**config.mk**
```make
export PLATFORM = sky130hd
export DESIGN_NAME = tpm_spi_seq
export DESIGN_NICKNAME = d
export VERILOG_FILES = /design/src/rtl/tpmspi_pkg.sv /design/src/rtl/tpmspi_byte_shift.sv /design/src/rtl/tpmspi_len_split.sv /design/src/rtl/tpmspi_frame_ctrl.sv /design/src/rtl/tpm_spi_seq.sv
export SDC_FILE = /design/constraint.sdc
export NUM_CORES = 1
export LEC_CHECK = 0
export ABC_AREA = 1
export BUFFER_PORTS_ARGS = -buffer_cell sky130_fd_sc_hd__clkbuf_2
export CAP_MARGIN = 20
export CELL_PAD_IN_SITES_DETAIL_PLACEMENT = 0
export CELL_PAD_IN_SITES_GLOBAL_PLACEMENT = 1
export CORE_ASPECT_RATIO = 1.25
export CORE_MARGIN = 4
export CORE_UTILIZATION = 41
export DETAILED_ROUTE_END_ITERATION = 12
export PLACE_DENSITY = 0.75
export SKIP_LAST_GASP = 1
export SYNTH_ARGS = -nofsm -noshare
export SYNTH_HDL_FRONTEND = slang
export SYNTH_SLANG_ARGS = --single-unit
```
**constraint.sdc**
```tcl
create_clock -name clk -period 2.2 [get_ports clk]
set_input_delay 0.44 -clock clk [delete_from_list [all_inputs] [get_ports clk]]
set_output_delay 0.44 -clock clk [all_outputs]
set_load 0.02 [all_outputs]
```
**src/rtl/tpmspi_pkg.sv**
```systemverilog
package tpmspi_pkg;

    localparam logic [7:0] FRAME_TAG = 8'hD4;

    typedef enum logic [1:0] {
        ST_OK      = 2'd0,
        ST_BAD_DIR = 2'd1,
        ST_TIMEOUT = 2'd2
    } status_e;

    typedef enum logic [2:0] {
        PH_IDLE,
        PH_HEADER,
        PH_POLL,
        PH_DATA,
        PH_CLOSE,
        PH_FINISH
    } phase_e;

    typedef struct packed {
        logic        rd;
        logic [15:0] addr;
    } req_t;

    function automatic logic [15:0] make_addr(input logic [3:0] loc, input logic [11:0] off);
        return {loc, off};
    endfunction

    // Header byte selected by position within the 4-byte preamble
    function automatic logic [7:0] hdr_byte(input req_t r, input logic [1:0] idx,
                                            input logic [6:0] size_m1);
        logic [7:0] b;
        case (idx)
            2'd0:    b = {r.rd, size_m1};
            2'd1:    b = FRAME_TAG;
            2'd2:    b = r.addr[15:8];
            default: b = r.addr[7:0];
        endcase
        return b;
    endfunction

endpackage

```
**src/rtl/tpmspi_byte_shift.sv**
```systemverilog
// One SPI mode-0 byte: MOSI set while SCLK low, MISO sampled on the rising edge.
module tpmspi_byte_shift #(
    parameter int DIV_HALF = 2
) (
    input  logic       clk,
    input  logic       rst,
    input  logic       start,
    input  logic [7:0] tx,
    output logic       busy,
    output logic       done,
    output logic [7:0] rx,
    output logic       sclk,
    output logic       mosi,
    input  logic       miso
);
    localparam int DW = (DIV_HALF > 1) ? $clog2(DIV_HALF) : 1;

    logic [DW-1:0] div_q;
    logic [2:0]    bit_q;
    logic          run_q;
    logic          hi_q;
    logic          done_q;
    logic [7:0]    tx_q;
    logic [7:0]    rx_q;

    wire tick = (div_q == DW'(DIV_HALF - 1));

    always_ff @(posedge clk) begin
        if (rst) begin
            div_q  <= '0;
            bit_q  <= '0;
            run_q  <= 1'b0;
            hi_q   <= 1'b0;
            done_q <= 1'b0;
            tx_q   <= '0;
            rx_q   <= '0;
        end else begin
            done_q <= 1'b0;
            if (!run_q) begin
                if (start) begin
                    run_q <= 1'b1;
                    tx_q  <= tx;
                    div_q <= '0;
                    bit_q <= '0;
                    hi_q  <= 1'b0;
                end
            end else if (!tick) begin
                div_q <= div_q + 1'b1;
            end else begin
                div_q <= '0;
                if (!hi_q) begin
                    hi_q <= 1'b1;
                    rx_q <= {rx_q[6:0], miso};
                end else begin
                    hi_q <= 1'b0;
                    if (bit_q == 3'd7) begin
                        run_q  <= 1'b0;
                        done_q <= 1'b1;
                        tx_q   <= '0;
                    end else begin
                        bit_q <= bit_q + 1'b1;
                        tx_q  <= {tx_q[6:0], 1'b0};
                    end
                end
            end
        end
    end

    assign busy = run_q;
    assign done = done_q;
    assign rx   = rx_q;
    assign sclk = hi_q;
    assign mosi = tx_q[7];

endmodule

```
**src/rtl/tpmspi_len_split.sv**
```systemverilog
// Tracks bytes still owed and sizes the current frame.
module tpmspi_len_split #(
    parameter int LEN_W     = 16,
    parameter int MAX_FRAME = 64,
    parameter int FL_W      = 7
) (
    input  logic             clk,
    input  logic             rst,
    input  logic             load,
    input  logic [LEN_W-1:0] len_in,
    input  logic             advance,
    output logic [FL_W-1:0]  frame_len,
    output logic             has_more
);
    logic [LEN_W-1:0] rem_q;

    always_ff @(posedge clk) begin
        if (rst)          rem_q <= '0;
        else if (load)    rem_q <= len_in;
        else if (advance) rem_q <= rem_q - LEN_W'(frame_len);
    end

    assign frame_len = (rem_q > LEN_W'(MAX_FRAME)) ? FL_W'(MAX_FRAME) : FL_W'(rem_q);
    assign has_more  = (rem_q != '0);

endmodule

```
**src/rtl/tpmspi_frame_ctrl.sv**
```systemverilog
module tpmspi_frame_ctrl
    import tpmspi_pkg::*;
#(
    parameter int LEN_W      = 16,
    parameter int FL_W       = 7,
    parameter int WAIT_LIMIT = 100
) (
    input  logic             clk,
    input  logic             rst,
    input  logic             cmd_valid,
    output logic             cmd_ready,
    input  logic             cmd_rd,
    input  logic             cmd_wr,
    input  logic [3:0]       cmd_locality,
    input  logic [11:0]      cmd_offset,
    input  logic [LEN_W-1:0] cmd_len,
    input  logic [7:0]       wr_data,
    input  logic             wr_valid,
    output logic             wr_ready,
    output logic [7:0]       rd_data,
    output logic             rd_valid,
    output logic             sh_start,
    output logic [7:0]       sh_tx,
    input  logic             sh_busy,
    input  logic             sh_done,
    input  logic [7:0]       sh_rx,
    output logic             sp_load,
    output logic             sp_advance,
    input  logic [FL_W-1:0]  frame_len,
    input  logic             has_more,
    output logic             cs_n,
    output logic             busy,
    output logic             done,
    output status_e          status
);
    localparam int WC_W = $clog2(WAIT_LIMIT + 1);

    phase_e          phase_q;
    req_t            req_q;
    logic [1:0]      hdr_idx_q;
    logic [FL_W-1:0] cnt_q;
    logic [WC_W-1:0] wait_q;
    logic            issued_q;
    logic            cs_q;
    logic            done_q;
    logic            rdv_q;
    logic [7:0]      rdd_q;
    status_e         status_q;

    wire can_issue = !issued_q && !sh_busy;
    wire bad_dir   = (cmd_rd == cmd_wr);

    always_comb begin
        sh_start = 1'b0;
        sh_tx    = 8'h00;
        wr_ready = 1'b0;
        case (phase_q)
            PH_HEADER: begin
                sh_start = can_issue;
                sh_tx    = hdr_byte(req_q, hdr_idx_q, 7'(frame_len - 1'b1));
            end
            PH_POLL: sh_start = can_issue;
            PH_DATA: begin
                if (req_q.rd) begin
                    sh_start = can_issue;
                end else begin
                    wr_ready = can_issue;
                    sh_start = can_issue && wr_valid;
                    sh_tx    = wr_data;
                end
            end
            default: ;
        endcase
    end

    assign sp_load    = (phase_q == PH_IDLE) && cmd_valid && !bad_dir && (cmd_len != '0);
    assign sp_advance = (phase_q == PH_DATA) && sh_done && ((cnt_q + 1'b1) == frame_len);

    always_ff @(posedge clk) begin
        if (rst) begin
            phase_q   <= PH_IDLE;
            req_q     <= '0;
            hdr_idx_q <= '0;
            cnt_q     <= '0;
            wait_q    <= '0;
            issued_q  <= 1'b0;
            cs_q      <= 1'b1;
            done_q    <= 1'b0;
            rdv_q     <= 1'b0;
            rdd_q     <= '0;
            status_q  <= ST_OK;
        end else begin
            done_q <= 1'b0;
            rdv_q  <= 1'b0;
            if (sh_start)     issued_q <= 1'b1;
            else if (sh_done) issued_q <= 1'b0;

            case (phase_q)
                PH_IDLE: begin
                    if (cmd_valid) begin
                        req_q <= '{rd: cmd_rd, addr: make_addr(cmd_locality, cmd_offset)};
                        if (bad_dir) begin
                            phase_q  <= PH_FINISH;
                            done_q   <= 1'b1;
                            status_q <= ST_BAD_DIR;
                        end else if (cmd_len == '0) begin
                            phase_q  <= PH_FINISH;
                            done_q   <= 1'b1;
                            status_q <= ST_OK;
                        end else begin
                            phase_q   <= PH_HEADER;
                            cs_q      <= 1'b0;
                            hdr_idx_q <= '0;
                        end
                    end
                end
                PH_HEADER: begin
                    if (sh_done) begin
                        if (hdr_idx_q == 2'd3) begin
                            cnt_q   <= '0;
                            wait_q  <= '0;
                            phase_q <= sh_rx[0] ? PH_DATA : PH_POLL;
                        end else begin
                            hdr_idx_q <= hdr_idx_q + 1'b1;
                        end
                    end
                end
                PH_POLL: begin
                    if (sh_done) begin
                        if (sh_rx[0]) begin
                            phase_q <= PH_DATA;
                        end else if (wait_q == WC_W'(WAIT_LIMIT - 1)) begin
                            cs_q     <= 1'b1;
                            done_q   <= 1'b1;
                            status_q <= ST_TIMEOUT;
                            phase_q  <= PH_FINISH;
                        end else begin
                            wait_q <= wait_q + 1'b1;
                        end
                    end
                end
                PH_DATA: begin
                    if (sh_done) begin
                        if (req_q.rd) begin
                            rdv_q <= 1'b1;
                            rdd_q <= sh_rx;
                        end
                        cnt_q <= cnt_q + 1'b1;
                        if (sp_advance) begin
                            cs_q    <= 1'b1;
                            phase_q <= PH_CLOSE;
                        end
                    end
                end
                PH_CLOSE: begin
                    if (has_more) begin
                        cs_q      <= 1'b0;
                        hdr_idx_q <= '0;
                        phase_q   <= PH_HEADER;
                    end else begin
                        done_q   <= 1'b1;
                        status_q <= ST_OK;
                        phase_q  <= PH_FINISH;
                    end
                end
                PH_FINISH: phase_q <= PH_IDLE;
                default:   phase_q <= PH_IDLE;
            endcase
        end
    end

    assign cmd_ready = (phase_q == PH_IDLE);
    assign busy      = (phase_q != PH_IDLE);
    assign cs_n      = cs_q;
    assign done      = done_q;
    assign status    = status_q;
    assign rd_data   = rdd_q;
    assign rd_valid  = rdv_q;

endmodule

```
**src/rtl/tpm_spi_seq.sv**
```systemverilog
module tpm_spi_seq
    import tpmspi_pkg::*;
#(
    parameter int LEN_W      = 16,
    parameter int MAX_FRAME  = 64,
    parameter int WAIT_LIMIT = 100,
    parameter int DIV_HALF   = 2
) (
    input  logic             clk,
    input  logic             rst,
    input  logic             cmd_valid,
    output logic             cmd_ready,
    input  logic             cmd_rd,
    input  logic             cmd_wr,
    input  logic [3:0]       cmd_locality,
    input  logic [11:0]      cmd_offset,
    input  logic [LEN_W-1:0] cmd_len,
    input  logic [7:0]       wr_data,
    input  logic             wr_valid,
    output logic             wr_ready,
    output logic [7:0]       rd_data,
    output logic             rd_valid,
    output logic             spi_sclk,
    output logic             spi_cs_n,
    output logic             spi_mosi,
    input  logic             spi_miso,
    output logic             busy,
    output logic             done,
    output logic [1:0]       err_code
);
    localparam int FL_W = $clog2(MAX_FRAME + 1);

    logic            sh_start;
    logic [7:0]      sh_tx;
    logic            sh_busy;
    logic            sh_done;
    logic [7:0]      sh_rx;
    logic            sp_load;
    logic            sp_advance;
    logic [FL_W-1:0] frame_len;
    logic            has_more;
    status_e         status;

    tpmspi_byte_shift #(.DIV_HALF(DIV_HALF)) u_shift (
        .clk   (clk),
        .rst   (rst),
        .start (sh_start),
        .tx    (sh_tx),
        .busy  (sh_busy),
        .done  (sh_done),
        .rx    (sh_rx),
        .sclk  (spi_sclk),
        .mosi  (spi_mosi),
        .miso  (spi_miso)
    );

    tpmspi_len_split #(.LEN_W(LEN_W), .MAX_FRAME(MAX_FRAME), .FL_W(FL_W)) u_split (
        .clk       (clk),
        .rst       (rst),
        .load      (sp_load),
        .len_in    (cmd_len),
        .advance   (sp_advance),
        .frame_len (frame_len),
        .has_more  (has_more)
    );

    tpmspi_frame_ctrl #(.LEN_W(LEN_W), .FL_W(FL_W), .WAIT_LIMIT(WAIT_LIMIT)) u_ctrl (
        .clk          (clk),
        .rst          (rst),
        .cmd_valid    (cmd_valid),
        .cmd_ready    (cmd_ready),
        .cmd_rd       (cmd_rd),
        .cmd_wr       (cmd_wr),
        .cmd_locality (cmd_locality),
        .cmd_offset   (cmd_offset),
        .cmd_len      (cmd_len),
        .wr_data      (wr_data),
        .wr_valid     (wr_valid),
        .wr_ready     (wr_ready),
        .rd_data      (rd_data),
        .rd_valid     (rd_valid),
        .sh_start     (sh_start),
        .sh_tx        (sh_tx),
        .sh_busy      (sh_busy),
        .sh_done      (sh_done),
        .sh_rx        (sh_rx),
        .sp_load      (sp_load),
        .sp_advance   (sp_advance),
        .frame_len    (frame_len),
        .has_more     (has_more),
        .cs_n         (spi_cs_n),
        .busy         (busy),
        .done         (done),
        .status       (status)
    );

    assign err_code = status;

endmodule

```
==> impl_metrics.prom, run 1 <==
# TYPE chip_impl_metric gauge
chip_impl_metric{name="area_delta_synth_final",unit="%"} 23.41
chip_impl_metric{name="core_area",unit="um2"} 11780
chip_impl_metric{name="viasPerCell",unit=""} 5.001
chip_impl_metric{name="drtIter0Drc",unit=""} 224
chip_impl_metric{name="place_area",unit="um2"} 5625
chip_impl_metric{name="synth_async_sr_flop_share",unit="%"} 0
chip_impl_metric{name="cts_hold_buffers",unit=""} 0
chip_impl_metric{name="rrSetupSlack",unit="ns"} 0.13
chip_impl_metric{name="critPathBufInv",unit=""} 2
chip_impl_metric{name="clock_path_buffers",unit=""} 2
chip_impl_metric{name="time_the_worst_path_needs_with_i_o_delays_and_setup",unit="ns"} 2.075
chip_impl_info{name="netlist.top_cell.by_area",value="sky130_fd_sc_hd__dfxtp_1"} 1
chip_impl_info{name="critical_path_class",value="register to register"} 1
chip_impl_info{name="min_to",value="u_ctrl.req_q[8]$_SDFFE_PP0P_"} 1
chip_impl_metric{name="routed_wire_length_per_instance",unit="um"} 14.17
chip_impl_metric{name="postSynthNetCount",unit=""} 796
chip_impl_metric{name="max_slew_margin",unit="%"} 50.68
chip_impl_metric{name="drc_errors",unit=""} 0
chip_impl_info{name="postSynth.topFlopCell",value="sky130_fd_sc_hd__dfxtp_1"} 1
chip_impl_metric{name="ioPinCount",unit=""} 65
chip_impl_metric{name="final_setup_violation_count",unit=""} 0
chip_impl_metric{name="num-nets-final",unit=""} 893
chip_impl_info{name="clock_tree_from_tritoncts",value="yes"} 1
chip_impl_metric{name="postRouteAntennaNets",unit=""} 0
chip_impl_metric{name="antenna-diode-count",unit=""} 0
chip_impl_metric{name="first_global_vias",unit=""} 4757
chip_impl_metric{name="grt.overflow.total",unit=""} 0
chip_impl_metric{name="fin_skew",unit="ns"} 0.007762
chip_impl_metric{name="final_min_period_over_clock_period",unit="%"} 94.30
chip_impl_metric{name="crit_arrival",unit="ns"} 2.32
chip_impl_metric{name="finalWirelength",unit="um"} 14200
chip_impl_metric{name="post_route_cells_drive_above_1_share",unit="%"} 22.95
chip_impl_info{name="post_synth_main_area_contributors",value="sky130_fd_sc_hd__dfxtp_1, sky130_fd_sc_hd__nand2_1, sky130_fd_sc_hd__a21oi_1, sky130_fd_sc_hd__inv_1, sky130_fd_sc_hd__o21ai_0"} 1
chip_impl_info{name="critPathTopFamily",value="simple AND/OR/NAND/NOR gates"} 1
chip_impl_metric{name="cts.htree.levels",unit=""} 3
chip_impl_info{name="synthMostInstantiatedCell",value="sky130_fd_sc_hd__nand2_1"} 1
chip_impl_metric{name="sequential_element_share_of_the_synthesized_area",unit="%"} 35.73
chip_impl_metric{name="hold-path-cell-count",unit=""} 3
chip_impl_metric{name="fp.dieW",unit="um"} 106.6
chip_impl_info{name="cts.root.buffer_cell",value="sky130_fd_sc_hd__clkbuf_16"} 1
chip_impl_metric{name="fmax",unit="MHz"} 482.0
chip_impl_metric{name="vias",unit=""} 5011
chip_impl_metric{name="max_slew.worst_pin.slew",unit="ns"} 0.7349
chip_impl_metric{name="placement_rows",unit=""} 44
chip_impl_metric{name="mappedNetlistArea",unit="um2"} 4986
chip_impl_metric{name="clock_edge_transition_at_the_registers_on_the_reported_setup_and_hold_paths",unit="ns"} 0.07
chip_impl_metric{name="grt_antenna_before_repair",unit=""} 0
chip_impl_metric{name="syn_area_cell",unit="um2"} 6.747
chip_impl_info{name="hp-start",value="cmd_offset[8]"} 1
chip_impl_metric{name="worst-r2r-cell-count",unit=""} 15
chip_impl_metric{name="grt_pass1_wl",unit="um"} 22760
chip_impl_info{name="top_cell_by_count_worst_path",value="sky130_fd_sc_hd__nand2_1"} 1
chip_impl_info{name="worstSetupEndpointType",value="register"} 1
chip_impl_metric{name="clock_latency_on_the_worst_skew_pair",unit="ns"} 0.34
chip_impl_metric{name="io_buffers",unit=""} 64
chip_impl_info{name="crit_chain",value="nor2_2 -> nand2_2 -> nor2_4 -> nand2_4 -> buf_4 -> nand2_1 -> nand2_1 -> nor2_2 -> nand2_4 -> nor2_8 -> nor2_4 -> nand2_1 -> nand3_1 -> nand2_1 -> inv_1"} 1
chip_impl_info{name="critical_path.reg2reg.startpoint",value="u_split.rem_q[10]$_SDFFE_PP0P_"} 1
chip_impl_info{name="start_kind",value="register"} 1
chip_impl_info{name="hold_crit_path_type",value="input pin to register"} 1
chip_impl_metric{name="max_cap_violations",unit=""} 0
chip_impl_metric{name="synth.top_cell.area_share",unit="%"} 35.73
chip_impl_info{name="result_of_the_run",value="completed"} 1
chip_impl_metric{name="dpl.hpwl",unit="um"} 10660
chip_impl_metric{name="required_time_of_the_critical_path",unit="ns"} 2.44
chip_impl_metric{name="p_per_cell_area",unit="nW/um2"} 1181
chip_impl_metric{name="drt_pass1_iterations",unit=""} 4
chip_impl_metric{name="post-layout-total-power",unit="W"} 0.007267
chip_impl_info{name="rsz0062_at_grt",value="true"} 1
chip_impl_metric{name="gp_congestion",unit=""} 0.8824
chip_impl_metric{name="cpPeakStageDelay",unit="ns"} 0.34
chip_impl_metric{name="yosys.cell_types.count",unit=""} 42
chip_impl_metric{name="clkSinkCount",unit=""} 89
chip_impl_metric{name="grt_max_degree",unit=""} 33
chip_impl_metric{name="worstPathMaxFanout",unit=""} 6
chip_impl_metric{name="postSynthCellCount",unit=""} 739
chip_impl_metric{name="yosysWarnings",unit=""} 0
chip_impl_metric{name="ys_ff_latch",unit=""} 89
chip_impl_metric{name="start_util",unit="%"} 42.32
chip_impl_metric{name="power_leakage",unit="nW"} 2.787
chip_impl_metric{name="track_usage",unit="%"} 20.03
chip_impl_info{name="synth_commonest_cells",value="sky130_fd_sc_hd__nand2_1, sky130_fd_sc_hd__dfxtp_1, sky130_fd_sc_hd__inv_1"} 1
chip_impl_metric{name="drv_slew",unit=""} 0
chip_impl_metric{name="vdd_drop_max",unit="V"} 0.0004734
chip_impl_metric{name="layout.cell_area.non_filler",unit="um2"} 6153
chip_impl_metric{name="dieArea",unit="um2"} 14000
chip_impl_info{name="highest_delay_cell_along_the_critical_path",value="sky130_fd_sc_hd__dfxtp_1"} 1
chip_impl_metric{name="die_height",unit="um"} 131.3
chip_impl_metric{name="final_hold_vio_count",unit=""} 0
chip_impl_metric{name="numCtsBuffers",unit=""} 9
chip_impl_metric{name="synth-edff-count",unit=""} 0
chip_impl_info{name="worstReg2RegEnd",value="u_split.rem_q[10]$_SDFFE_PP0P_"} 1
-- sequential cells by signal, indices dropped and copies added, names as in the netlist, 3 cells and up --
register        count
u_ctrl.cnt_q        7
u_ctrl.phase_q      3
u_shift.bit_q       3
u_shift.rx          8
u_shift.tx_q        8
u_ctrl.req_q       17
u_split.rem_q      16
u_ctrl.rd_data      8
u_ctrl.wait_q       7
-- power breakdown --
part / total [W] / internal (W) / switching (W)
Clock: 0.00169 / 0.00101 / 0.000684
Combinational: 0.00345 / 0.00125 / 0.00220
Sequential: 0.00213 / 0.00192 / 0.000207
Total: 0.00727 / 0.00418 / 0.00309
-- layout by cell type (no fill, tap or decap), types with 3 or more instances in the layout --
cell and instances:
sky130_fd_sc_hd__o211ai_1 6, sky130_fd_sc_hd__nor2_2 10, sky130_fd_sc_hd__a31oi_1 4, sky130_fd_sc_hd__nand2_2 22, sky130_fd_sc_hd__o21ai_0 61, sky130_fd_sc_hd__inv_2 7
sky130_fd_sc_hd__buf_4 38, sky130_fd_sc_hd__nand2_4 7, sky130_fd_sc_hd__nand4_1 7, sky130_fd_sc_hd__inv_1 88, sky130_fd_sc_hd__dfxtp_1 84, sky130_fd_sc_hd__dfxtp_2 4
sky130_fd_sc_hd__xor2_1 10, sky130_fd_sc_hd__a211oi_1 4, sky130_fd_sc_hd__nor4_1 5, sky130_fd_sc_hd__a22oi_1 7, sky130_fd_sc_hd__nand3b_1 3, sky130_fd_sc_hd__nor2_4 10
sky130_fd_sc_hd__nand3_2 4, sky130_fd_sc_hd__nor3b_1 3, sky130_fd_sc_hd__o21ai_1 7, sky130_fd_sc_hd__nor3_1 14, sky130_fd_sc_hd__nand3_1 32, sky130_fd_sc_hd__clkbuf_2 64
sky130_fd_sc_hd__clkbuf_16 9, sky130_fd_sc_hd__nand2_1 155, sky130_fd_sc_hd__ha_1 8, sky130_fd_sc_hd__a21oi_1 68, sky130_fd_sc_hd__nor2_1 71
-- worst max-delay path by stage --
| stage | from | end | slack [ns] | depth (start not counted) |
|---|---|---|---|---|
| after detailed placement | u_split.rem_q[10]$_SDFFE_PP0P_ | u_shift.tx_q[1]$_SDFFE_PP0P_ | 0.04 | 12 |
| after floorplan | u_split.rem_q[5]$_SDFFE_PP0P_ | u_split.rem_q[8]$_SDFFE_PP0P_ | 0.27 | 18 |
| after CTS | u_split.rem_q[10]$_SDFFE_PP0P_ | u_shift.tx_q[1]$_SDFFE_PP0P_ | 0.02 | 12 |
| after global routing | u_split.rem_q[13]$_SDFFE_PP0P_ | u_split.rem_q[10]$_SDFFE_PP0P_ | -0.06 | 16 |
| after global placement | u_split.rem_q[10]$_SDFFE_PP0P_ | u_shift.tx_q[1]$_SDFFE_PP0P_ | 0.08 | 12 |
| final | u_split.rem_q[10]$_SDFFE_PP0P_ | u_split.rem_q[10]$_SDFFE_PP0P_ | 0.13 | 15 |
-- logic make-up (layout without fill, tap and decap cells) --
| kind of cell | Yosys count | in the layout | share of synthesized area (%) |
|---|---|---|---|
| DFF | 89 | 89 | 35.73 |
| buffers and inverters | 116 | 215 | 9.234 |
| adders and majority gates | 10 | 10 | 2.509 |
| and+or+nand+nor | 344 | 347 | 32.10 |
| other | 1 | 1 | 0.07521 |
| xor gates and xnor gates | 10 | 10 | 1.757 |
| AOI/OAI and AO/OA | 169 | 169 | 18.60 |
-- layout make-up --
type	count	area (um2)
inverters	96	360.3
well taps	161	201.4
fillers	1255	5628
clock buffers	9	225.2
repair buffers	103	616.8
clock inverters	7	100.1
flip-flops and latches	89	1790
multi-input cells	537	2859
-- stage by stage --
stage / cells / TNS (ns) / util [%] / hold slack [ns] / worst slack (ns)
floorplan: 739 / 0 / - / 0.4245 / 0.2733
global placement: 973 / 0 / 47.75 / 0.4366 / 0.07662
detailed placement: 973 / 0 / 47.75 / 0.4457 / 0.03554
CTS: 989 / 0 / 50.51 / 0.3259 / 0.01717
global route: 1002 / -0.1820 / 52.23 / 0.3379 / -0.05573
finish: 1002 / 0 / 52.23 / 0.3267 / 0.1254
-- metal layers --
layer / global-route usage, % / up-vias / part of all wire [%]
met3: 2.797 / 10 / 3.1
li1: - / 2610 / -
met2: 36.20 / 82 / 52
met5: 0 / - / 0
met4: 5.828 / 0 / 1.2
met1: 24.45 / 2309 / 43
-- worst reg2reg max path: stages (launching register included) --
cell	delay, ns
sky130_fd_sc_hd__dfxtp_1	0.34
sky130_fd_sc_hd__nor2_2	0.15
sky130_fd_sc_hd__nand2_2	0.08
sky130_fd_sc_hd__nor2_4	0.20
sky130_fd_sc_hd__nand2_4	0.13
sky130_fd_sc_hd__buf_4	0.16
sky130_fd_sc_hd__nand2_1	0.06
sky130_fd_sc_hd__nand2_1	0.07
sky130_fd_sc_hd__nor2_2	0.15
sky130_fd_sc_hd__nand2_4	0.10
sky130_fd_sc_hd__nor2_8	0.21
sky130_fd_sc_hd__nor2_4	0.09
sky130_fd_sc_hd__nand2_1	0.08
sky130_fd_sc_hd__nand3_1	0.06
sky130_fd_sc_hd__nand2_1	0.05
sky130_fd_sc_hd__inv_1	0.04
-- repair_timing --
action / CTS / global route
resized for setup: 0 / 33
buffers inserted: 0 / 10
setup endpoints to repair: 0 / 28
No activity file was read; power rests on OpenSTA's default activity.
==> run 2, diff against run 1 <==
--- a/config.mk
+++ b/config.mk
@@ -5,16 +5,17 @@
 export SDC_FILE = /design/constraint.sdc
 export NUM_CORES = 1
 export LEC_CHECK = 0
-export ABC_AREA = 1
+export ABC_AREA = 0
+export ABC_CLOCK_PERIOD_IN_PS = 2200
 export BUFFER_PORTS_ARGS = -buffer_cell sky130_fd_sc_hd__clkbuf_2
 export CAP_MARGIN = 20
 export CELL_PAD_IN_SITES_DETAIL_PLACEMENT = 0
 export CELL_PAD_IN_SITES_GLOBAL_PLACEMENT = 1
 export CORE_ASPECT_RATIO = 1.25
 export CORE_MARGIN = 4
-export CORE_UTILIZATION = 41
+export CORE_UTILIZATION = 43
 export DETAILED_ROUTE_END_ITERATION = 12
-export PLACE_DENSITY = 0.75
+export PLACE_DENSITY = 0.77
 export SKIP_LAST_GASP = 1
 export SYNTH_ARGS = -nofsm -noshare
 export SYNTH_HDL_FRONTEND = slang
==> impl_metrics.prom, run 2 <==
# TYPE chip_impl_metric gauge
chip_impl_metric{name="ys_ff_latch",unit=""} 89
chip_impl_info{name="synthMostInstantiatedCell",value="sky130_fd_sc_hd__nand2_1"} 1
chip_impl_metric{name="drv_slew",unit=""} 0
chip_impl_metric{name="required_time_of_the_critical_path",unit="ns"} 2.46
chip_impl_metric{name="gp_congestion",unit=""} 0.8870
chip_impl_metric{name="postSynthNetCount",unit=""} 675
chip_impl_metric{name="grt.overflow.total",unit=""} 0
chip_impl_metric{name="postRouteAntennaNets",unit=""} 0
chip_impl_metric{name="clock_latency_on_the_worst_skew_pair",unit="ns"} 0.35
chip_impl_info{name="clock_tree_from_tritoncts",value="yes"} 1
chip_impl_metric{name="layout.cell_area.non_filler",unit="um2"} 6370
chip_impl_metric{name="drt_pass1_iterations",unit=""} 5
chip_impl_metric{name="routed_wire_length_per_instance",unit="um"} 16.29
chip_impl_info{name="result_of_the_run",value="finished, violations left"} 1
chip_impl_metric{name="fmax",unit="MHz"} 371.7
chip_impl_metric{name="dpl.hpwl",unit="um"} 10820
chip_impl_metric{name="preCtsSetupSlack",unit="ns"} -0.5810
chip_impl_info{name="most-common-layout-cells",value="sky130_fd_sc_hd__nand2_1, sky130_fd_sc_hd__dfxtp_1, sky130_fd_sc_hd__buf_4, sky130_fd_sc_hd__a21oi_1, sky130_fd_sc_hd__clkbuf_2"} 1
chip_impl_metric{name="power_leakage",unit="nW"} 2.574
chip_impl_metric{name="first_global_vias",unit=""} 4845
chip_impl_metric{name="max_cap_violations",unit=""} 0
chip_impl_info{name="netlist.top_cell.by_area",value="sky130_fd_sc_hd__dfxtp_1"} 1
chip_impl_info{name="hold_crit_path_type",value="input pin to register"} 1
chip_impl_info{name="start_kind",value="register"} 1
chip_impl_metric{name="placement_rows",unit=""} 42
chip_impl_info{name="rsz0062_at_grt",value="true"} 1
chip_impl_metric{name="final_min_period_over_clock_period",unit="%"} 122.3
chip_impl_metric{name="final_critical_path_setup_slack",unit="ns"} -0.4903
chip_impl_metric{name="cts_hold_buffers",unit=""} 0
chip_impl_info{name="cts.root.buffer_cell",value="sky130_fd_sc_hd__clkbuf_16"} 1
chip_impl_metric{name="antenna-diode-count",unit=""} 0
chip_impl_metric{name="grt_max_degree",unit=""} 47
chip_impl_metric{name="track_usage",unit="%"} 22.65
chip_impl_info{name="critical_path_class",value="register to register"} 1
chip_impl_metric{name="drc_errors",unit=""} 0
chip_impl_metric{name="fp.dieW",unit="um"} 102.7
chip_impl_metric{name="clock_edge_transition_at_the_registers_on_the_reported_setup_and_hold_paths",unit="ns"} 0.07
chip_impl_metric{name="layout.area.seq",unit="um2"} 1783
chip_impl_metric{name="clock_path_buffers",unit=""} 2
chip_impl_metric{name="num-nets-final",unit=""} 803
chip_impl_metric{name="syn_area_cell",unit="um2"} 7.799
chip_impl_metric{name="vdd_drop_max",unit="V"} 0.0004348
chip_impl_metric{name="area_delta_synth_final",unit="%"} 32.17
chip_impl_metric{name="grt_pass1_wl",unit="um"} 23640
chip_impl_metric{name="cts.htree.levels",unit=""} 3
chip_impl_metric{name="yosys.cell_types.count",unit=""} 73
chip_impl_metric{name="sequential_element_share_of_the_synthesized_area",unit="%"} 36.97
chip_impl_metric{name="vias",unit=""} 4927
chip_impl_info{name="worstSetupEndpointType",value="register"} 1
chip_impl_metric{name="largest_reg_flops",unit=""} 17
chip_impl_metric{name="p_per_cell_area",unit="nW/um2"} 719.1
chip_impl_metric{name="place_area",unit="um2"} 5897
chip_impl_metric{name="final_hold_vio_count",unit=""} 0
chip_impl_info{name="synth_commonest_cells",value="sky130_fd_sc_hd__nand2_1, sky130_fd_sc_hd__dfxtp_1, sky130_fd_sc_hd__a21oi_1"} 1
chip_impl_metric{name="fin_hold_ws",unit="ns"} 0.3061
chip_impl_metric{name="max_slew.worst_pin.slew",unit="ns"} 0.6467
chip_impl_info{name="post_synth_main_area_contributors",value="sky130_fd_sc_hd__dfxtp_1, sky130_fd_sc_hd__nand2_1, sky130_fd_sc_hd__a21oi_1, sky130_fd_sc_hd__nor2_1, sky130_fd_sc_hd__clkbuf_1"} 1
chip_impl_metric{name="core_area",unit="um2"} 10770
chip_impl_info{name="postSynth.topFlopCell",value="sky130_fd_sc_hd__dfxtp_1"} 1
chip_impl_metric{name="synth-edff-count",unit=""} 0
chip_impl_metric{name="worstPathMaxFanout",unit=""} 6
chip_impl_metric{name="n_fill_cell",unit=""} 979
chip_impl_info{name="largest-register",value="u_ctrl.req_q"} 1
chip_impl_info{name="violations_in_the_final_reports",value="setup timing"} 1
chip_impl_metric{name="synth_async_sr_flop_share",unit="%"} 0
chip_impl_metric{name="clkSinkCount",unit=""} 89
chip_impl_metric{name="post_route_cells_drive_above_1_share",unit="%"} 29.03
chip_impl_metric{name="crit_arrival",unit="ns"} 2.95
chip_impl_info{name="reg.largest.list",value="u_ctrl.req_q x17, u_split.rem_q x16"} 1
chip_impl_metric{name="viasPerCell",unit=""} 5.580
chip_impl_metric{name="final_setup_violation_count",unit=""} 31
chip_impl_metric{name="synth.top_cell.area_share",unit="%"} 36.97
chip_impl_info{name="mostFrequentLayoutCell",value="sky130_fd_sc_hd__nand2_1"} 1
chip_impl_metric{name="die_height",unit="um"} 126.4
chip_impl_metric{name="numCtsBuffers",unit=""} 9
chip_impl_metric{name="ioPinCount",unit=""} 65
chip_impl_metric{name="yosysWarnings",unit=""} 0
chip_impl_metric{name="finalCoreUtilization",unit="%"} 59.13
chip_impl_metric{name="drtIter0Drc",unit=""} 274
chip_impl_metric{name="mappedNetlistArea",unit="um2"} 4820
chip_impl_metric{name="start_util",unit="%"} 44.74
chip_impl_metric{name="io_buffers",unit=""} 64
chip_impl_metric{name="grt_antenna_before_repair",unit=""} 0
chip_impl_metric{name="max_slew_margin",unit="%"} 56.70
chip_impl_metric{name="dieArea",unit="um2"} 12980
chip_impl_metric{name="postSynthCellCount",unit=""} 618
chip_impl_metric{name="time_the_worst_path_needs_with_i_o_delays_and_setup",unit="ns"} 2.690
chip_impl_metric{name="finalWirelength",unit="um"} 14380
chip_impl_metric{name="fin_skew",unit="ns"} 0.005909
chip_impl_metric{name="multi_input_comb_area",unit="um2"} 2994
-- run 2: cell count changes after synthesis, sizes merged, moves of 9 or more --
cell,before,now
o21ai,68,23
nor2b,0,13
nor2,90,48
nand2b,0,9
clkbuf,12,36
xnor2,0,14
nand2,184,104
nand3,36,26
inv,95,13
-- run 2: cell type report --
| class | count | area share, % |
|---|---|---|
| Clock buffer | 9 | 3.536 |
| Inverter | 13 | 0.7661 |
| Clock inverter | 7 | 1.336 |
| Multi-Input combinational cell | 475 | 47.00 |
| Sequential cell | 89 | 27.99 |
| Timing Repair Buffer | 158 | 16.77 |
| Tap cell | 132 | 2.593 |
-- run 2: logic make-up after synthesis --
kind of cell | Yosys count | share of synthesized area [%]
simple gates | 260 | 26.40
compound gates | 177 | 24.07
flops | 89 | 36.97
buf+inv | 54 | 4.517
xor+xnor | 22 | 4.284
fa+ha+maj | 11 | 2.804
mux | 4 | 0.8826
other cells | 1 | 0.07781
-- run 2: final timing paths --
kind | cells past startpoint | start | to | slack (ns)
max | 9 | u_split.rem_q[14]$_SDFFE_PP0P_ | u_split.rem_q[12]$_SDFFE_PP0P_ | -0.49
min | 3 | cmd_offset[11] | u_ctrl.req_q[11]$_SDFFE_PP0P_ | 0.31
max reg2reg | 9 | u_split.rem_q[14]$_SDFFE_PP0P_ | u_split.rem_q[12]$_SDFFE_PP0P_ | -0.49
min reg2reg | 2 | u_ctrl.req_q[6]$_SDFFE_PP0P_ | u_ctrl.req_q[6]$_SDFFE_PP0P_ | 0.45
-- run 2: stage by stage --
| step | setup TNS (ns) | total power (W) | cells |
|---|---|---|---|
| finish | -10.28 | 0.004581 | 883 |
| global route | -14.03 | 0.004803 | 883 |
| CTS | -10.70 | 0.004557 | 881 |
| detailed placement | -12.08 | 0.002903 | 863 |
| global placement | -10.40 | 0.002891 | 863 |
| floorplan | -8.041 | 0.002436 | 618 |
-- run 2: report_power, final --
part / switching, W / internal (W)
Sequential: 0.0000546 / 0.00169
Clock: 0.000720 / 0.000903
Combinational: 0.000656 / 0.000556
-- run 2: repair_timing --
action	4_1_cts	5_1_grt
pin swaps	12	6
hold endpoints to repair	0	0
endpoints found under the setup margin	33	35
buffers inserted	2	2
resized for setup	23	16
-- run 2: metal layers --
metal,routed length [um],part of all wire (%),GRT usage [%]
met5,0,0,0
met4,222,1.5,7.104
met3,459,3.2,3.240
met2,7478,52,39.05
met1,6224,43,28.77
-- run 2: worst max-delay path, stage by stage, from the launching register on --
cell,delay (ns)
sky130_fd_sc_hd__dfxtp_1,0.31
sky130_fd_sc_hd__or4_4,0.56
sky130_fd_sc_hd__buf_6,0.15
sky130_fd_sc_hd__nor4b_4,0.25
sky130_fd_sc_hd__xnor3_1,0.27
sky130_fd_sc_hd__o22ai_2,0.22
sky130_fd_sc_hd__nand4_4,0.16
sky130_fd_sc_hd__buf_6,0.18
sky130_fd_sc_hd__or3_1,0.38
sky130_fd_sc_hd__a31oi_1,0.14
==> run 3, diff against run 2 <==
--- a/config.mk
+++ b/config.mk
@@ -9,13 +9,12 @@
 export ABC_CLOCK_PERIOD_IN_PS = 2200
 export BUFFER_PORTS_ARGS = -buffer_cell sky130_fd_sc_hd__clkbuf_2
 export CAP_MARGIN = 20
-export CELL_PAD_IN_SITES_DETAIL_PLACEMENT = 0
-export CELL_PAD_IN_SITES_GLOBAL_PLACEMENT = 1
 export CORE_ASPECT_RATIO = 1.25
 export CORE_MARGIN = 4
-export CORE_UTILIZATION = 43
+export CORE_UTILIZATION = 58
 export DETAILED_ROUTE_END_ITERATION = 12
-export PLACE_DENSITY = 0.77
+export MAX_ROUTING_LAYER = met4
+export PLACE_DENSITY = 0.76
 export SKIP_LAST_GASP = 1
 export SYNTH_ARGS = -nofsm -noshare
 export SYNTH_HDL_FRONTEND = slang
==> impl_metrics.prom, run 3 (same netlist as run 2, synthesis figures left out) <==
# TYPE chip_impl_metric gauge
chip_impl_metric{name="worst-r2r-cell-count",unit=""} 8
chip_impl_metric{name="dieArea",unit="um2"} 9841
chip_impl_info{name="hold_crit_path_type",value="input pin to register"} 1
chip_impl_info{name="result_of_the_run",value="finished, violations left"} 1
chip_impl_metric{name="final_setup_violation_count",unit=""} 33
chip_impl_metric{name="cpPeakStageDelay",unit="ns"} 0.59
chip_impl_metric{name="finalCoreUtilization",unit="%"} 80.08
chip_impl_metric{name="required_time_of_the_critical_path",unit="ns"} 2.50
chip_impl_metric{name="cts_hold_buffers",unit=""} 0
chip_impl_info{name="reg.largest.list",value="u_ctrl.req_q x17, u_split.rem_q x16"} 1
chip_impl_info{name="largest-register",value="u_ctrl.req_q"} 1
chip_impl_metric{name="clock_path_buffers",unit=""} 2
chip_impl_metric{name="routed_wire_length_per_instance",unit="um"} 16.66
chip_impl_metric{name="fp.dieW",unit="um"} 89.54
chip_impl_metric{name="clock_edge_transition_at_the_registers_on_the_reported_setup_and_hold_paths",unit="ns"} 0.10
chip_impl_metric{name="crit_path_cell_count",unit=""} 8
chip_impl_info{name="mostFrequentLayoutCell",value="sky130_fd_sc_hd__nand2_1"} 1
chip_impl_metric{name="fin_skew",unit="ns"} 0.009370
chip_impl_metric{name="finalWirelength",unit="um"} 14160
chip_impl_metric{name="start_util",unit="%"} 60.80
chip_impl_info{name="violations_in_the_final_reports",value="setup timing"} 1
chip_impl_metric{name="max_cap_violations",unit=""} 0
chip_impl_info{name="critical_path.reg2reg.startpoint",value="u_split.rem_q[12]$_SDFFE_PP0P_"} 1
chip_impl_metric{name="drt_pass1_iterations",unit=""} 5
chip_impl_info{name="cts.root.buffer_cell",value="sky130_fd_sc_hd__clkbuf_8"} 1
chip_impl_info{name="hp-start",value="cmd_offset[3]"} 1
chip_impl_metric{name="fin_hold_ws",unit="ns"} 0.2762
chip_impl_metric{name="power_leakage",unit="nW"} 2.600
chip_impl_metric{name="placement_rows",unit=""} 36
chip_impl_metric{name="io_buffers",unit=""} 64
chip_impl_metric{name="time_the_worst_path_needs_with_i_o_delays_and_setup",unit="ns"} 2.743
chip_impl_metric{name="gp_congestion",unit=""} 1.002
chip_impl_metric{name="post_route_cells_drive_above_1_share",unit="%"} 29.27
chip_impl_metric{name="clock_latency_on_the_worst_skew_pair",unit="ns"} 0.38
chip_impl_metric{name="p_per_cell_area",unit="nW/um2"} 685.4
chip_impl_info{name="worstSetupEndpointType",value="register"} 1
chip_impl_info{name="rsz0062_at_grt",value="true"} 1
chip_impl_info{name="critical_path_class",value="register to register"} 1
chip_impl_info{name="highest_delay_cell_along_the_critical_path",value="sky130_fd_sc_hd__or4_4"} 1
chip_impl_info{name="top_cell_by_count_worst_path",value="sky130_fd_sc_hd__or4_4"} 1
chip_impl_metric{name="dpl.hpwl",unit="um"} 10270
chip_impl_metric{name="drtIter0Drc",unit=""} 365
chip_impl_metric{name="track_usage",unit="%"} 30.57
chip_impl_metric{name="fmax",unit="MHz"} 364.6
chip_impl_metric{name="postRouteAntennaNets",unit=""} 0
chip_impl_metric{name="drv_slew",unit=""} 0
chip_impl_info{name="clock_tree_from_tritoncts",value="yes"} 1
chip_impl_metric{name="core_area",unit="um2"} 7928
chip_impl_metric{name="largest_reg_flops",unit=""} 17
chip_impl_metric{name="antenna-diode-count",unit=""} 0
chip_impl_metric{name="numCtsBuffers",unit=""} 9
chip_impl_metric{name="grt.overflow.total",unit=""} 0
chip_impl_metric{name="rrSetupSlack",unit="ns"} -0.54
chip_impl_metric{name="area_delta_synth_final",unit="%"} 31.72
chip_impl_metric{name="drc_errors",unit=""} 0
chip_impl_metric{name="clkSinkCount",unit=""} 89
chip_impl_metric{name="layout.cell_area.non_filler",unit="um2"} 6349
chip_impl_metric{name="vias",unit=""} 5082
chip_impl_info{name="endpoint_of_the_worst_setup_timing_path",value="u_split.rem_q[9]$_SDFFE_PP0P_"} 1
chip_impl_metric{name="viasPerCell",unit=""} 5.979
chip_impl_metric{name="max_slew_margin",unit="%"} 55.32
chip_impl_info{name="crit_chain",value="or4_4 -> or4_4 -> nor2_4 -> a31o_4 -> nand4_4 -> buf_12 -> or3b_1 -> a41oi_2"} 1
chip_impl_info{name="start_kind",value="register"} 1
chip_impl_metric{name="cts.htree.levels",unit=""} 3
chip_impl_info{name="worstReg2RegEnd",value="u_split.rem_q[9]$_SDFFE_PP0P_"} 1
chip_impl_metric{name="worstPathMaxFanout",unit=""} 8
chip_impl_metric{name="ioPinCount",unit=""} 65
chip_impl_metric{name="final_hold_vio_count",unit=""} 0
chip_impl_metric{name="max_slew.worst_pin.slew",unit="ns"} 0.6672
chip_impl_metric{name="vdd_drop_max",unit="V"} 0.0005467
chip_impl_metric{name="final_critical_path_setup_slack",unit="ns"} -0.5426
chip_impl_metric{name="place_area",unit="um2"} 5851
chip_impl_metric{name="tns",unit="ns"} -10.51
chip_impl_metric{name="num-nets-final",unit=""} 807
chip_impl_metric{name="grt_pass1_wl",unit="um"} 22830
chip_impl_metric{name="critPathBufInv",unit=""} 1
chip_impl_metric{name="grt_max_degree",unit=""} 57
chip_impl_info{name="timing.critical_path.from",value="u_split.rem_q[12]$_SDFFE_PP0P_"} 1
chip_impl_metric{name="final_min_period_over_clock_period",unit="%"} 124.7
chip_impl_metric{name="die_height",unit="um"} 109.9
chip_impl_metric{name="post-layout-total-power",unit="W"} 0.004352
chip_impl_info{name="critPathTopFamily",value="simple AND/OR/NAND/NOR gates"} 1
chip_impl_metric{name="first_global_vias",unit=""} 4883
chip_impl_metric{name="grt_antenna_before_repair",unit=""} 0
chip_impl_metric{name="crit_arrival",unit="ns"} 3.04
chip_impl_info{name="most-common-layout-cells",value="sky130_fd_sc_hd__nand2_1, sky130_fd_sc_hd__dfxtp_1, sky130_fd_sc_hd__buf_4, sky130_fd_sc_hd__a21oi_1, sky130_fd_sc_hd__clkbuf_2"} 1
==> run 3: power by group <==
| part | switching, W | total, W | internal [W] |
|---|---|---|---|
| clock network | 0.000648 | 0.00134 | 0.000687 |
| logic | 0.000674 | 0.00127 | 0.000592 |
| registers | 0.0000589 | 0.00175 | 0.00169 |
==> run 3: metal layers <==
| metal | track usage [%] | wire, um |
|---|---|---|
| met2 | 52.53 | 7119 |
| met4 | 12.13 | 342 |
| met3 | 4.048 | 870 |
| met5 | - | 0 |
| met1 | 35.68 | 5831 |
==> run 3: worst min-delay path by stage <==
stage,end,depth (start not counted),slack (ns)
floorplan,u_ctrl.req_q[2]$_SDFFE_PP0P_,2,0.43
global placement,u_ctrl.rd_data[2]$_SDFFE_PP0P_,2,0.44
detailed placement,u_ctrl.rd_data[6]$_SDFFE_PP0P_,2,0.45
CTS,u_ctrl.req_q[5]$_SDFFE_PP0P_,3,0.27
global route,u_ctrl.req_q[9]$_SDFFE_PP0P_,3,0.28
finish,u_ctrl.req_q[3]$_SDFFE_PP0P_,3,0.28
==> run 3: through the flow <==
stage,setup slack [ns],instances
after floorplan,-0.4755,618
after global placement,-0.5571,821
after detailed placement,-0.6328,821
after CTS,-0.4611,845
after global routing,-0.6629,850
final,-0.5426,850
==> run 3: final cells by class <==
| class | count | area, um2 |
|---|---|---|
| Multi-Input combinational cell | 475 | 3013 |
| Sequential cell | 89 | 1784 |
| Fill cell | 578 | 1579 |
| Timing Repair Buffer | 162 | 1150 |
| Clock buffer | 10 | 137.6 |
| Tap cell | 95 | 118.9 |
| Clock inverter | 6 | 96.34 |
| Inverter | 13 | 48.80 |
==> run 3: what timing repair did <==
action,4_1_cts,5_1_grt
gates cloned,0,1
buffers inserted,9,5
pin swaps,24,21
resized for setup,21,21
endpoints found under the hold margin,0,0
setup endpoints to repair,32,41
==> run 3: worst register-to-register path: stages (launching register included) <==
cell and delay [ns]:
sky130_fd_sc_hd__dfxtp_2 0.34, sky130_fd_sc_hd__or4_4 0.59, sky130_fd_sc_hd__or4_4 0.48, sky130_fd_sc_hd__nor2_4 0.15
sky130_fd_sc_hd__a31o_4 0.18, sky130_fd_sc_hd__nand4_4 0.18, sky130_fd_sc_hd__buf_12 0.20, sky130_fd_sc_hd__or3b_1 0.36
sky130_fd_sc_hd__a41oi_2 0.20
